File: src/rtl/gpio_irq_pkg.sv
package gpio_irq_pkg;

   // Polarity codes; the numeric values are decoded by the sense stage
   typedef enum logic [1:0] {
      POL_LOW_FALL  = 2'b00,
      POL_HIGH_RISE = 2'b01,
      POL_BOTH      = 2'b10,
      POL_RSVD      = 2'b11
   } pol_e;

   localparam int POL_W   = 2;
   localparam int STS_NUM = 2;
   localparam int STS_INT = 0;
   localparam int STS_WAKE = 1;

endpackage

File: src/rtl/gpio_irq_sense.sv
module gpio_irq_sense
   import gpio_irq_pkg::*;
(
   input  logic             clk,
   input  logic             rst_n,
   input  logic             lvl_i,
   input  logic             trig_level_i,
   input  logic [POL_W-1:0] pol_i,
   output logic             hit_o
);

   logic lvl_q;
   logic hist_ok;
   logic rise;
   logic fall;
   logic edge_hit;
   logic level_hit;
   pol_e pol;

   assign pol = pol_e'(pol_i);

   always_ff @(posedge clk or negedge rst_n) begin
      if (!rst_n) begin
         lvl_q   <= 1'b0;
         hist_ok <= 1'b0;
      end else begin
         lvl_q   <= lvl_i;
         hist_ok <= 1'b1;
      end
   end

   assign rise = hist_ok &  lvl_i & ~lvl_q;
   assign fall = hist_ok & ~lvl_i &  lvl_q;

   always_comb begin
      edge_hit  = 1'b0;
      level_hit = 1'b0;
      unique case (pol)
         POL_LOW_FALL: begin
            edge_hit  = fall;
            level_hit = ~lvl_i;
         end
         POL_HIGH_RISE: begin
            edge_hit  = rise;
            level_hit = lvl_i;
         end
         POL_BOTH: begin
            edge_hit  = rise | fall;
            level_hit = 1'b0;
         end
         default: begin
            edge_hit  = 1'b0;
            level_hit = 1'b0;
         end
      endcase
   end

   assign hit_o = trig_level_i ? level_hit : edge_hit;


   edge_change_chk: assert property (@(posedge clk) disable iff (!rst_n)
      (!trig_level_i && hit_o) |-> (lvl_i != $past(lvl_i)));


   level_match_chk: assert property (@(posedge clk) disable iff (!rst_n)
      (trig_level_i && hit_o) |-> (lvl_i == pol_i[0] && !pol_i[1]));

endmodule

File: src/rtl/gpio_irq_sticky.sv
module gpio_irq_sticky (
   input  logic clk,
   input  logic rst_n,
   input  logic set_i,
   input  logic clr_i,
   output logic q_o
);

   // Setting outranks clearing when both arrive together
   always_ff @(posedge clk or negedge rst_n) begin
      if (!rst_n)      q_o <= 1'b0;
      else if (set_i)  q_o <= 1'b1;
      else if (clr_i)  q_o <= 1'b0;
   end


   set_wins_chk: assert property (@(posedge clk) disable iff (!rst_n)
      set_i |=> q_o);

endmodule

File: src/rtl/gpio_irq_detect.sv
module gpio_irq_detect
   import gpio_irq_pkg::*;
#(
   parameter int ACT_BITS = 2,
   parameter bit REQ_PIPE = 1'b0
) (
   input  logic                clk,
   input  logic                rst_n,
   input  logic                lvl_i,
   input  logic                trig_level_i,
   input  logic [ACT_BITS-1:0] act_i,
   input  logic                int_en_i,
   input  logic                unmask_i,
   input  logic                wake_en_i,
   input  logic                int_clr_i,
   input  logic                wake_clr_i,
   output logic                int_sts_o,
   output logic                wake_sts_o,
   output logic                pending_o,
   output logic                irq_req_o
);

   generate
      if (ACT_BITS != POL_W) begin : g_bad_width
         $error("ACT_BITS must equal the polarity code width");
      end
   endgenerate

   logic               hit;
   logic [STS_NUM-1:0] sts_set;
   logic [STS_NUM-1:0] sts_clr;
   logic [STS_NUM-1:0] sts_q;

   gpio_irq_sense u_sense (
      .clk          (clk),
      .rst_n        (rst_n),
      .lvl_i        (lvl_i),
      .trig_level_i (trig_level_i),
      .pol_i        (act_i[POL_W-1:0]),
      .hit_o        (hit)
   );

   assign sts_set[STS_INT]  = hit & int_en_i;
   assign sts_set[STS_WAKE] = hit & wake_en_i;
   assign sts_clr[STS_INT]  = int_clr_i;
   assign sts_clr[STS_WAKE] = wake_clr_i;

   generate
      for (genvar k = 0; k < STS_NUM; k++) begin : g_sts
         gpio_irq_sticky u_bit (
            .clk   (clk),
            .rst_n (rst_n),
            .set_i (sts_set[k]),
            .clr_i (sts_clr[k]),
            .q_o   (sts_q[k])
         );
      end
   endgenerate

   assign int_sts_o  = sts_q[STS_INT];
   assign wake_sts_o = sts_q[STS_WAKE];
   assign pending_o  = |sts_q;

   generate
      if (REQ_PIPE) begin : g_req_reg
         logic req_q;
         always_ff @(posedge clk or negedge rst_n) begin
            if (!rst_n) req_q <= 1'b0;
            else        req_q <= sts_q[STS_INT] & unmask_i;
         end
         assign irq_req_o = req_q;


         req_mask_chk: assert property (@(posedge clk) disable iff (!rst_n)
            irq_req_o |-> $past(unmask_i));
      end else begin : g_req_comb
         assign irq_req_o = sts_q[STS_INT] & unmask_i;


         req_mask_chk: assert property (@(posedge clk) disable iff (!rst_n)
            irq_req_o |-> (unmask_i && int_sts_o));
      end
   endgenerate


   en_needed_chk: assert property (@(posedge clk) disable iff (!rst_n)
      $rose(int_sts_o) |-> $past(int_en_i));


   sticky_hold_chk: assert property (@(posedge clk) disable iff (!rst_n)
      (int_sts_o && !int_clr_i) |=> int_sts_o);


   clear_chk: assert property (@(posedge clk) disable iff (!rst_n)
      (int_clr_i && !(hit && int_en_i)) |=> !int_sts_o);


   rsvd_quiet_chk: assert property (@(posedge clk) disable iff (!rst_n)
      (act_i == 2'b11) |-> !hit);


   wake_en_chk: assert property (@(posedge clk) disable iff (!rst_n)
      $rose(wake_sts_o) |-> $past(wake_en_i));


   pending_chk: assert property (@(posedge clk) disable iff (!rst_n)
      (int_sts_o || wake_sts_o) |-> pending_o);

endmodule

File: config.mk
export PLATFORM = sky130hd
export DESIGN_NAME = gpio_irq_detect
export DESIGN_NICKNAME = d
export VERILOG_FILES = /design/src/rtl/gpio_irq_pkg.sv /design/src/rtl/gpio_irq_sense.sv /design/src/rtl/gpio_irq_sticky.sv /design/src/rtl/gpio_irq_detect.sv
export SDC_FILE = /design/constraint.sdc
export NUM_CORES = 1
export LEC_CHECK = 0
export BUFFER_PORTS_ARGS = -buffer_cell sky130_fd_sc_hd__buf_4
export CAP_MARGIN = 20
export CORE_AREA = 3 3 40 42
export DETAILED_ROUTE_END_ITERATION = 7
export DIE_AREA = 0 0 43 45
export SKIP_CTS_REPAIR_TIMING = 1
export SKIP_LAST_GASP = 1
export SLEW_MARGIN = 20
export SYNTH_ARGS = -nofsm -noshare
export SYNTH_HDL_FRONTEND = slang
export SYNTH_SLANG_ARGS = --single-unit
File: constraint.sdc
create_clock -name clk -period 1.4 [get_ports clk]
set_input_delay 0.28 -clock clk [delete_from_list [all_inputs] [get_ports clk]]
set_output_delay 0.28 -clock clk [all_outputs]
set_load 0.005 [all_outputs]
Word-level counts from Yosys, hierarchy flattened:

Index checks and enable logic that the tools add are counted.

* output and inout port bits: 4
* word-level logic and storage cells: 27
* input bits: 11
* register bits after elaboration: 4

* equal/unequal tests: 2
* bitwise operators: 10
* reduce and logical (&&, ||, !) cells: 4
* mux-type cells: 7

Operator list (number)
* $and 1x1->1: 7
* $mux 1: 5
* $reduce_bool 2->1: 2
* $pmux 1 s3: 1
* $eq 2x1->1 const B: 1
* $eq 2x2->1 const B: 1
* $logic_not 2->1: 1
* $not 1->1: 2
* $pmux 1 s2: 1
* $reduce_or 2->1: 1
* $or 1x1->1: 1

Longest topological paths before layout:

Gate-level depths: netlist of the first run.

* word-level depth: 8
* depth in mapped cells: 4
* mapped depth without buffers: 4

Modules after synthesis:

Synthesis of the first run repeated with hierarchy kept, for this count alone.

* cells, all modules: 21
* area, all modules: 217.7 um^2

By module, submodules not included
* gpio_irq_sense: area an instance 120.1 um^2, cells an instance 11, instances 1, seq. area each 50.0 um^2
* gpio_irq_sticky: area an instance 36.3 um^2, cells an instance 3, instances 2, seq. area each 25.0 um^2
* gpio_irq_detect: area an instance 25.0 um^2, cells an instance 4, instances 1, seq. area each 0.0 um^2

Worst setup path before layout of the first run:

No wires, ideal clock.

* kind: reg-to-reg
* from: reg u_sense.hist_ok
* to: reg g_sts[0].u_bit.q_o
* setup time: 0.121 ns
* data arrival time: 0.914 ns
* required time: 1.279 ns
* setup slack: 0.365 ns
* cell stages (with the launch flop): 5
* period minus slack after synthesis: 1.035 ns
* buffers on the path: 0
* path through: dfrtp_1 -> nor2b_1 -> o2111ai_2 -> nand3_1 -> a22o_1

* longest elaborated chain between the ends: 7
* elaborated cells between the ends (all ways): 10
* those cells by class: mux (3); bitwise (6); reduce/logical (1)

RTL lines
* start, declared: RTL line gpio_irq_sense.sv:13 `logic hist_ok;`
* start signal, assigned: RTL line gpio_irq_sense.sv:25 `hist_ok <= 1'b0;`
* start signal, assigned: RTL line gpio_irq_sense.sv:28 `hist_ok <= 1'b1;`
* $and 1x1->1, on equally long branches (2 in a row): RTL line gpio_irq_sense.sv:32, gpio_irq_sense.sv:33
* $or 1x1->1: RTL line gpio_irq_sense.sv:48 `edge_hit = rise | fall;`
* $pmux 1 s3 (*): RTL line gpio_irq_sense.sv:38 `unique case (pol)`
* $mux 1 (*): RTL line gpio_irq_sense.sv:58 `assign hit_o = trig_level_i ? level_hit : edge_hit;`
* $and 1x1->1 (*): RTL line gpio_irq_detect.sv:43 `assign sts_set[STS_INT] = hit & int_en_i;`
* $mux 1 or $reduce_bool 2->1 (tied branches)
* end signal, assigned: RTL line gpio_irq_sticky.sv:11 `if (!rst_n) q_o <= 1'b0;`
* end signal, assigned: RTL line gpio_irq_sticky.sv:12 `else if (set_i) q_o <= 1'b1;`
* end signal, assigned: RTL line gpio_irq_sticky.sv:13 `else if (clr_i) q_o <= 1'b0;`
* end, declared: RTL line gpio_irq_sticky.sv:6 `output logic q_o`

Every way passes the cells marked *; elsewhere a longest branch is shown, timed or not.
A chain may end at the register's enable or synchronous reset.

Worst setup path in the final report of the first run:

* from: reg g_sts[1].u_bit.q_o
* to: out pending_o

* longest elaborated chain between the ends: 1

RTL lines
* start, declared: RTL line gpio_irq_sticky.sv:6
* start signal, assigned: RTL line gpio_irq_sticky.sv:11
* start signal, assigned: RTL line gpio_irq_sticky.sv:12
* start signal, assigned: RTL line gpio_irq_sticky.sv:13
* $reduce_or 2->1: RTL line gpio_irq_detect.sv:62 `assign pending_o = |sts_q;`
* end, declared: RTL line gpio_irq_detect.sv:19 `output logic pending_o,`

Every way passes these cells.

==> metrics.md, run 1 <==
| Metric | Value |
|---|---|
| Clock transition at the registers of the reported paths | ~0.040 ns |
| Leakage | around 0.2 nW |
| Clock Skews | roughly 0.00077 ns |
| Clock latency on the worst-skew pair | roughly 0.23 ns |
| Area delta synth->final | 73.96% |
| Total CTS buffers | 3 |
| First-pass GRT wire length | between 700 and 800 um |
| Reg2Reg Setup Slack | slightly below 0.3 ns |
| Core Area | between 1000 and 1500 sq um |
| Tcrit/Tclk final | 0.9498 |
| Vias in the first global route | ~200 |
| DIE HEIGHT | 45 um |
| Simple-gate share of the synthesized area | 0.2426 |
| Worst Path Arrival | around 1.1 ns |
| Hold Crit Class | in2reg |
| Post-Synth Adder-Cell Area | 0 |
| Max Cap Viol | 0 |
| Port Buf Inserts | 14 |
| Hpwl dp | a little under 400 um |
| Unrepaired setup endpoints after global routing | false |
| Drt total wl | between 400 and 500 um |
| Fmax | 752.0 MHz |
| CP Cell Sequence | or2_2 > buf_4 |
| Mux contribution to synthesized area | 0 |
| Die area | 1935 sq um |
| Routed wire per std cell | between 8 and 9 um |
| Via/cell ratio | 3.889 |
| Ports | 15 |
| Largest net degree at the start of global routing | 6 |
| Net count after synthesis | 32 |
| Initial Utilization | 0.1646 |
| DR DRC count | 0 |
| Initial antenna violation count | 0 |
| Power Density | between 900 and 1000 nW/um^2 |
| Num rows | 13 |
| CP startpoint kind | register |
| Grt ovf | 0 |
| Yosys cell types | 12 |
| Sink Count | 4 |
| Nets | 52 |
| Data required time at the worst endpoint | ~1.1 ns |
| Max Slew Vio Count | 0 |
| Compound-cell area share of the yosys netlist | 0.2130 |
| Gpl congestion | approximately 0.63 |
| Ys Warns | 0 |
| Register area share after synthesis | 0.4734 |
| Die X | between 40 and 50 um |
| Deepest clock path buffer count | 2 |
| H-tree levels | 1 |
| Post-Synth XOR/XNOR Area | 0 |
| Worst setup margin | around 0.070 ns |
| Worst path slowest cell | dfrtp_1 |
| DRT iter0 DRCs | 5 |
| Util after Layout | 0.2863 |
| Avg Cell Area, Syn | 10.07 sq um |
| Synthesized cell area | approximately 210 sq um |
| Power Total | between 0.0003 and 0.0004 W |
| Setup crit end kind | output pin |
| Antenna diodes | 0 |
| Minimum clock period after layout | 1.330 ns |
| Crit path kind | reg2out |
| Final setup vio count | 0 |
| CP Max Fanout | 3 |
| Layout cells sized above 1 | 0.5128 |
| #FFs+latches synth | 4 |
| Peak VDD IR | roughly 0.27 mV |
| Total track usage | 0.05607 |
| First-pass iteration count of the detailed router | 2 |
| Post-DRT Antenna Nets | 0 |
| Largest family of logic cells by synthesized area | simple AND/OR/NAND/NOR gates |
| Root Buffer | clkbuf_4 |
| Worst slack at placement | 0.2470 ns |
| CTS tree | done |
| Mapped Cells | 21 |
| Run status | complete, no violations |
| DR vias | 210 |
| Setup TNS after final layout | 0 ns |
| Endpoints failing hold | 0 |
| CP max stage delay | 0.39 ns |
## worst max-delay path, delay by kind of cell, from the launching register on
family	cells	cell delay, ns
flip-flops	1	0.39
AND/OR/NAND/NOR	1	0.30
buffers and inverters	1	0.13
## cell families after synthesis
group                  Yosys count
AO/OA/AOI/OAI                    4
buffers and inverters            3
flip-flops                       4
other                            1
AND/OR/NAND/NOR                  9
## cell type report
class,count,area [sq um]
Clock buffer,3,22.52
Fill cell,135,917.1
Multi-Input combinational cell,14,100.1
Sequential cell,4,100.1
Inverter,3,11.26
Tap cell,15,18.77
Timing Repair Buffer,15,115.1
## per-stage QoR
step	instances	hold slack, ns	instance area, sq um
global route	54	0.1982	367.9
finish	54	0.1954	367.9
global placement	50	0.07841	335.3
floorplan	21	-0.01559	211.5
detailed placement	50	0.07704	335.3
CTS	53	-0.1728	357.8
## path summary, 6_finish.rpt
check | start | cells past startpoint | endpoint
hold / removal | lvl_i | 1 | u_sense.lvl_q
max in group asynchronous | rst_n | 2 | u_sense.lvl_q
setup reg to reg | u_sense.hist_ok | 4 | g_sts[0].u_bit.q_o
setup / recovery | g_sts[1].u_bit.q_o | 2 | pending_o
min in group asynchronous | rst_n | 2 | g_sts[1].u_bit.q_o
hold reg to reg | g_sts[1].u_bit.q_o | 1 | g_sts[1].u_bit.q_o
## synth_stat cells
| master | number | share of area |
|---|---|---|
| nor2b_1 | 2 | 0.059 |
| or2_2 | 1 | 0.030 |
| a22o_1 | 2 | 0.083 |
| inv_1 | 3 | 0.053 |
| nand3_1 | 2 | 0.047 |
| o211ai_2 | 1 | 0.059 |
| conb_1 | 1 | 0.018 |
| and2_1 | 1 | 0.030 |
| o2111ai_2 | 1 | 0.071 |
| and3b_1 | 1 | 0.041 |
| dfrtp_1 | 4 | 0.47 |
| nor2_1 | 2 | 0.036 |
## layout by cell type (no fill, tap or decap)
cell type and instances:
a22o_1 2, and2_1 1, and3b_1 1, buf_4 14, clkbuf_4 3, conb_1 1, dfrtp_1 4, dlygate4sd3_1 1
inv_1 3, nand3_1 2, nor2_1 2, nor2b_1 2, o2111ai_2 1, o211ai_2 1, or2_2 1
## routing by layer
metal,GRT usage,vias up,part of all wire
met5,0,-,0
met4,0.07229,0,0
met3,0.01594,0,0.090
li1,-,107,-
met1,0.06846,95,0.41
met2,0.06886,8,0.50
## registers in the layout, indices dropped and copies added, names as in the netlist
signal / flops
g_sts.u_bit.q_o: 2
u_sense.hist_ok: 1
u_sense.lvl_q: 1
## power by group
group          internal (W)  leakage [nW]  switching, W
combinational     0.0000450         0.134     0.0000232
clock             0.0000957        0.0138     0.0000441
sequential         0.000124        0.0499    0.00000604
Note: power is estimated with default switching activity, not from simulation.
==> run 2: changes to the inputs <==
- CAP_MARGIN: 20 -> not set
- CELL_PAD_IN_SITES_DETAIL_PLACEMENT: not set -> 0
- CELL_PAD_IN_SITES_GLOBAL_PLACEMENT: not set -> 2
- CORE_AREA: 3 3 40 42 -> not set
- CORE_MARGIN: not set -> 3
- CORE_UTILIZATION: not set -> 16
- DIE_AREA: 0 0 43 45 -> not set
- PLACE_DENSITY_LB_ADDON: not set -> 0.1
- clock period: 1.4 -> 1.19 ns (I/O delays scaled with it)
==> metrics.md, run 2 (same netlist as run 1, synthesis figures left out) <==
| Metric | Value |
|---|---|
| FILL cells | 125 (-7.4%) |
| Layout cells sized above 1 | 0.5366 (+0.02376) |
| Vias in the first global route | 195 (-3.9%) |
| Initial antenna violation count | 0 (unchanged) |
| First-pass iteration count of the detailed router | 1 (-1) |
| CP startpoint kind | register |
| Worst Path Arrival | 0.97 ns (-0.08 ns) |
| Largest net degree at the start of global routing | 6 (unchanged) |
| Setup TNS after final layout | -0.01642 ns (-0.01642 ns) |
| Num rows | 12 (-1) |
| CP Max Fanout | 3 (unchanged) |
| DR DRC count | 0 (unchanged) |
| Total CTS buffers | 3 (unchanged) |
| Endpoints failing hold | 0 (unchanged) |
| Clock Skews | 0.0004523 ns (-0.0003145 ns) |
| Initial Utilization | 0.1806 (+0.01600) |
| Hold Crit Class | in2reg |
| Root Buffer | clkbuf_4 |
| Gpl congestion | 0.6170 (-1.6%) |
| Max reg flops | 2 (unchanged) |
| Power Density | 1055 nW/um^2 (+15%) |
| Ports | 15 (unchanged) |
| Commonest non-fill, non-tap cell in the layout | buf_4 |
| DR vias | 209 (-0.48%) |
| Clock transition at the registers of the reported paths | 0.03 ns (about the same) |
| Leakage | 0.2086 nW (+5.7%) |
| First-pass GRT wire length | 828 um (+10%) |
| Clock latency on the worst-skew pair | 0.23 ns (about the same) |
| Reg2Reg Setup Slack | 0.09 ns (-0.20 ns) |
| Deepest clock path buffer count | 2 (unchanged) |
| Util after Layout | 0.3312 (+0.04493) |
| Reg2Reg Launch Point | u_sense.hist_ok |
| Peak VDD IR | 0.5001 mV (+84%) |
| Capturing point of the worst reg2reg path | g_sts[0].u_bit.q_o |
| Max Slew Vio Count | 0 (unchanged) |
| Core Area | 1171 sq um (-8.9%) |
| Grt ovf | 0 (unchanged) |
| Unrepaired setup endpoints after global routing | true |
| FF-to-FF path depth | 4 (unchanged) |
| Top Registers | g_sts.u_bit.q_o: 2 flops, u_sense.hist_ok: 1 flops, u_sense.lvl_q: 1 flops |
| Antenna diodes | 0 (unchanged) |
| Total track usage | 0.06294 (+0.006870) |
| Setup crit end kind | output pin |
| Setup crit start | g_sts[0].u_bit.q_o |
| Data required time at the worst endpoint | 0.95 ns (-0.17 ns) |
| Placed cells | 49 (-2.0%) |
| Via/cell ratio | 3.800 (-2.3%) |
| Final setup vio count | 1 (+1) |
| Run status | complete, but fails checks |
| Hpwl dp | 426.6 um (+10%) |
| Worst setup margin | -0.01642 ns (-0.08663 ns) |
| Max Cap Viol | 0 (unchanged) |
| Sink Count | 4 (unchanged) |
| Failing checks | setup timing |
| Post-DRT Antenna Nets | 0 (unchanged) |
| CTS tree | done |
| Port Buf Inserts | 14 (unchanged) |
| Tcrit/Tclk final | 1.014 |
| Fmax | between 800 and 900 MHz |
| Die X | 42.36 um (-1.5%) |
| Area delta synth->final | 83.43% |
| DRT iter0 DRCs | 0 (-5) |
| H-tree levels | 1 (unchanged) |
| Most frequent cells in the layout | 15 x buf_4, 4 x dfrtp_1, 3 x inv_1, 3 x clkbuf_4 |
| Minimum clock period after layout | approximately 1.2 ns |
| Nets | 54 (+3.8%) |
| Most flop-heavy register | g_sts.u_bit.q_o |
| Die area | 1794 sq um (-7.3%) |
| Drt total wl | 513 um (+10%) |
| Finished Layout Cells | 55 (+1.9%) |
| Setup crit end | pending_o |
| Hold_ws | 0.1595 ns (-0.03590 ns) |
| DIE HEIGHT | 42.36 um (-5.9%) |
| Crit path kind | reg2out |
| Routed wire per std cell | 9.327 um (+8.1%) |
run 2: changes by cell type in the layout (fill, tap and decap cells not counted):
cell   delta
buf_4     +1
buf_6     +1
or2_2     -1
or2_4     +1
run 2: per-stage QoR:
step,total power [W],area [sq um],setup slack [ns]
finish,0.0004090,387.9,-0.01642
global placement,0.0002360,334.1,0.09401
CTS,0.0004003,356.6,-0.1082
global route,0.0004502,387.9,-0.05244
detailed placement,0.0002349,334.1,0.08141
floorplan,0.0001795,211.5,0.1550
run 2: worst min path at each step:
stage / slack (ns) / cells past startpoint / startpoint / endpoint
floorplan: -0.06 / 0 / rst_n / g_sts[0].u_bit.q_o
global placement: 0.04 / 1 / rst_n / u_sense.lvl_q
detailed placement: 0.04 / 1 / rst_n / g_sts[1].u_bit.q_o
CTS: -0.21 / 1 / rst_n / g_sts[1].u_bit.q_o
global route: 0.14 / 1 / lvl_i / u_sense.lvl_q
finish: 0.16 / 1 / lvl_i / u_sense.lvl_q
run 2: where the power goes:
part	switching [W]	total [W]	internal, W
sequential	0.00000558	0.000152	0.000146
clock	0.0000464	0.000159	0.000112
combinational	0.0000326	0.0000985	0.0000660
total	0.0000845	0.000409	0.000325
run 2: final cells by class:
class | instances | area, sq um | area share
Multi-Input combinational cell | 14 | 102.6 | 0.2645
Inverter | 3 | 11.26 | 0.02903
Sequential cell | 4 | 100.1 | 0.2581
Clock buffer | 3 | 22.52 | 0.05806
Timing Repair Buffer | 17 | 133.9 | 0.3452
Tap cell | 14 | 17.52 | 0.04516
run 2: worst max-delay path, cell delays in order, from the launching register on:
cell and delay (ns):
dfrtp_1 0.38, or2_4 0.25, buf_6 0.11
run 2: layer usage:
layer  up-vias  global-route usage  share of wire
met5         -                   0              0
met4         0             0.03727              0
met2        10             0.07295           0.37
met1        88             0.07928           0.54
met3         0             0.04721          0.088
li1        111                   -              -
==> run 3: changes to the inputs <==
- ABC_AREA: not set -> 1
- CORE_UTILIZATION: 16 -> 14
==> metrics.md, run 3 <==
| Metric | Value |
|---|---|
| FILL cells | 154 (+23%) |
| H-tree levels | 1 (unchanged) |
| Yosys cell types | 8 (-4) |
| Largest net degree at the start of global routing | 6 (unchanged) |
| Main synth FF type | dfrtp_1 |
| Hold_ws | 0.1647 ns (+0.005274 ns) |
| Run status | complete, no violations |
| DRT iter0 DRCs | 4 (+4) |
| Total track usage | 0.06225 (-0.0006897) |
| Avg Cell Area, Syn | 6.477 sq um (-36%) |
| Clock Skews | 0.0002973 ns (-0.0001550 ns) |
| CP Cell Sequence | or2_4 > buf_6 |
| Minimum clock period after layout | 1.188 ns (-0.01878 ns) |
| Most frequent cells in the layout | 15 x nand2_1, 14 x buf_4, 7 x inv_1 |
| CTS tree | done |
| Num rows | 13 (+1) |
| CP startpoint kind | register |
| First-pass iteration count of the detailed router | 3 (+2) |
| Root Buffer | clkbuf_4 |
| CP Max Fanout | 2 (-1) |
| Setup crit end kind | output pin |
| Clock transition at the registers of the reported paths | 0.03 ns (about the same) |
| Synthesized cell area | 220.2 sq um (+4.1%) |
| Unrepaired setup endpoints after global routing | true |
| Fmax | 842.0 MHz (+1.6%) |
| Gpl congestion | 0.6062 (-1.8%) |
| Tcrit/Tclk final | 0.9980 (-0.01578) |
| CP max stage delay | 0.37 ns (about the same) |
| Metal3 WL | 16 um (-64%) |
| Worst Path Buf+Inv | 1 (unchanged) |
| Post-synth top cells | 15 x nand2_1, 7 x inv_1, 4 x dfrtp_1 |
| Leakage | 0.2424 nW (+16%) |
| Top Registers | g_sts.u_bit.q_o: 2 flops, u_sense.hist_ok: 1 flops, u_sense.lvl_q: 1 flops |
| Top cell type's share of synthesized area | 0.4545 (-0.01883) |
| DR top layer | met3 |
| Die X | 45.66 um (+7.8%) |
| Vias in the first global route | 231 (+18%) |
| DIE HEIGHT | 45.66 um (+7.8%) |
| Largest cells by area after synthesis | dfrtp_1 45%, nand2_1 26%, inv_1 12%, nand3_1 6.8%, nor2_1 3.4% |
| Drt total wl | 554 um (+8.0%) |
| Power Density | 1060 nW/um^2 (+0.53%) |
| Util after Layout | 0.2824 (-0.04884) |
| Max Slew Vio Count | 0 (unchanged) |
| Post-DRT Antenna Nets | 0 (unchanged) |
| Most flop-heavy register | g_sts.u_bit.q_o |
| DR vias | 247 (+18%) |
| Family with the most delay on the worst path | flip-flops |
| Peak VDD IR | 0.4526 mV (-9.5%) |
| Worst slack at placement | 0.1512 ns (+0.06980 ns) |
| Crit path kind | reg2out |
| Worst path slowest cell | dfrtp_1 |
| Via/cell ratio | 3.632 (-4.4%) |
| Post-synth EDFFs | 0 (unchanged) |
| Antenna diodes | 0 (unchanged) |
| Finished Layout Cells | 68 (+24%) |
| Clock latency on the worst-skew pair | 0.22 ns (about the same) |
| Hold Crit Class | in2reg |
| Worst Path Arrival | 0.95 ns (-0.02 ns) |
| Area delta synth->final | 77.27% |
| Ys Warns | 0 (unchanged) |
| Nets | 66 (+22%) |
| Sink Count | 4 (unchanged) |
| Endpoints failing hold | 0 (unchanged) |
| Die area | 2085 sq um (+16%) |
| Commonest non-fill, non-tap cell in the layout | nand2_1 |
| Initial Utilization | 0.1593 (-0.02128) |
| Hpwl dp | 489 um (+15%) |
| Seq. cell area | 100.1 sq um (unchanged) |
| First-pass GRT wire length | 876 um (+5.8%) |
| Power Total | 0.0004139 W (+1.2%) |
| Placed cells | 63 (+29%) |
| Net count after synthesis | 45 (+41%) |
| DR DRC count | 0 (unchanged) |
| Ports | 15 (unchanged) |
| Initial antenna violation count | 0 (unchanged) |
| Multi-input gate area | 96.34 sq um (-6.1%) |
| DR WL met2 | 316 um (+65%) |
| Mapped Cells | 34 (+62%) |
| Final setup vio count | 0 (-1) |
| Ys async rst share | 1.000 (unchanged) |
| Max reg flops | 2 (unchanged) |
| Wl on met1 | 221 um (-20%) |
| Grt ovf | 0 (unchanged) |
| Most frequent cell after synthesis | nand2_1 |
| Core Area | 1383 sq um (+18%) |
| Cell taking the most area after synthesis | dfrtp_1 |
| #FFs+latches synth | 4 (unchanged) |
| Max Cap Viol | 0 (unchanged) |
| Port Buf Inserts | 14 (unchanged) |
| Register area share after synthesis | 0.4545 (-0.01883) |
| Data required time at the worst endpoint | 0.95 ns (about the same) |
| Total CTS buffers | 3 (unchanged) |
| Deepest clock path buffer count | 2 (unchanged) |
| Worst setup margin | 0.002363 ns (+0.01878 ns) |
| Layout cells sized above 1 | 0.3585 (-0.1781) |
| Routed wire per std cell | 8.147 um (-13%) |
## run 3: final cells by class
class                      count  share of cell area
clock buffer                   3             0.05769
inverter                       7             0.06731
multi-input combinational     23              0.2468
sequential                     4              0.2564
tap                           15             0.04808
timing repair buffer          16              0.3237
## run 3: worst paths after layout
kind | from | to | slack, ns | depth (start not counted)
setup reg to reg | u_sense.hist_ok | g_sts[0].u_bit.q_o | 0.27 | 6
hold reg to reg | g_sts[1].u_bit.q_o | g_sts[1].u_bit.q_o | 0.51 | 2
max in group asynchronous | rst_n | u_sense.lvl_q | 0.75 | 2
setup / recovery | g_sts[0].u_bit.q_o | pending_o | 0.002 | 2
min in group asynchronous | rst_n | g_sts[0].u_bit.q_o | 0.34 | 2
hold / removal | lvl_i | u_sense.lvl_q | 0.16 | 1
## run 3: cells by family (layout without fill, tap and decap cells)
logic type,after synthesis,after routing,share of synthesized area
simple gates,21,21,0.3864
buf+inv,7,26,0.1193
flops,4,4,0.4546
other cells,1,1,0.01703
compound gates,1,1,0.02271
## run 3: layer usage
layer	global-route usage	up-vias
met5	0	-
met4	0.07018	0
met3	0.01581	0
met2	0.08635	3
met1	0.07160	109
li1	-	135
## run 3: where the power goes
| group | internal, W | switching, W |
|---|---|---|
| clock | 0.000112 | 0.0000441 |
| combinational | 0.0000647 | 0.0000395 |
| sequential | 0.000148 | 0.00000598 |
## run 3: metrics by stage
step	setup TNS (ns)	instance area, sq um
after detailed placement	0	344.1
after floorplan	0	220.2
final	0	390.4
after CTS	-0.09935	366.6
after global placement	0	344.1
after global routing	-0.07171	390.4
## run 3: worst register-to-register path, cell delays in order, from the launching register on
cell and delay [ns]:
dfrtp_1 0.37, nand2_1 0.07, inv_1 0.03, a21oi_1 0.12, nand2_1 0.08, nand3_1 0.07
nand2_1 0.07
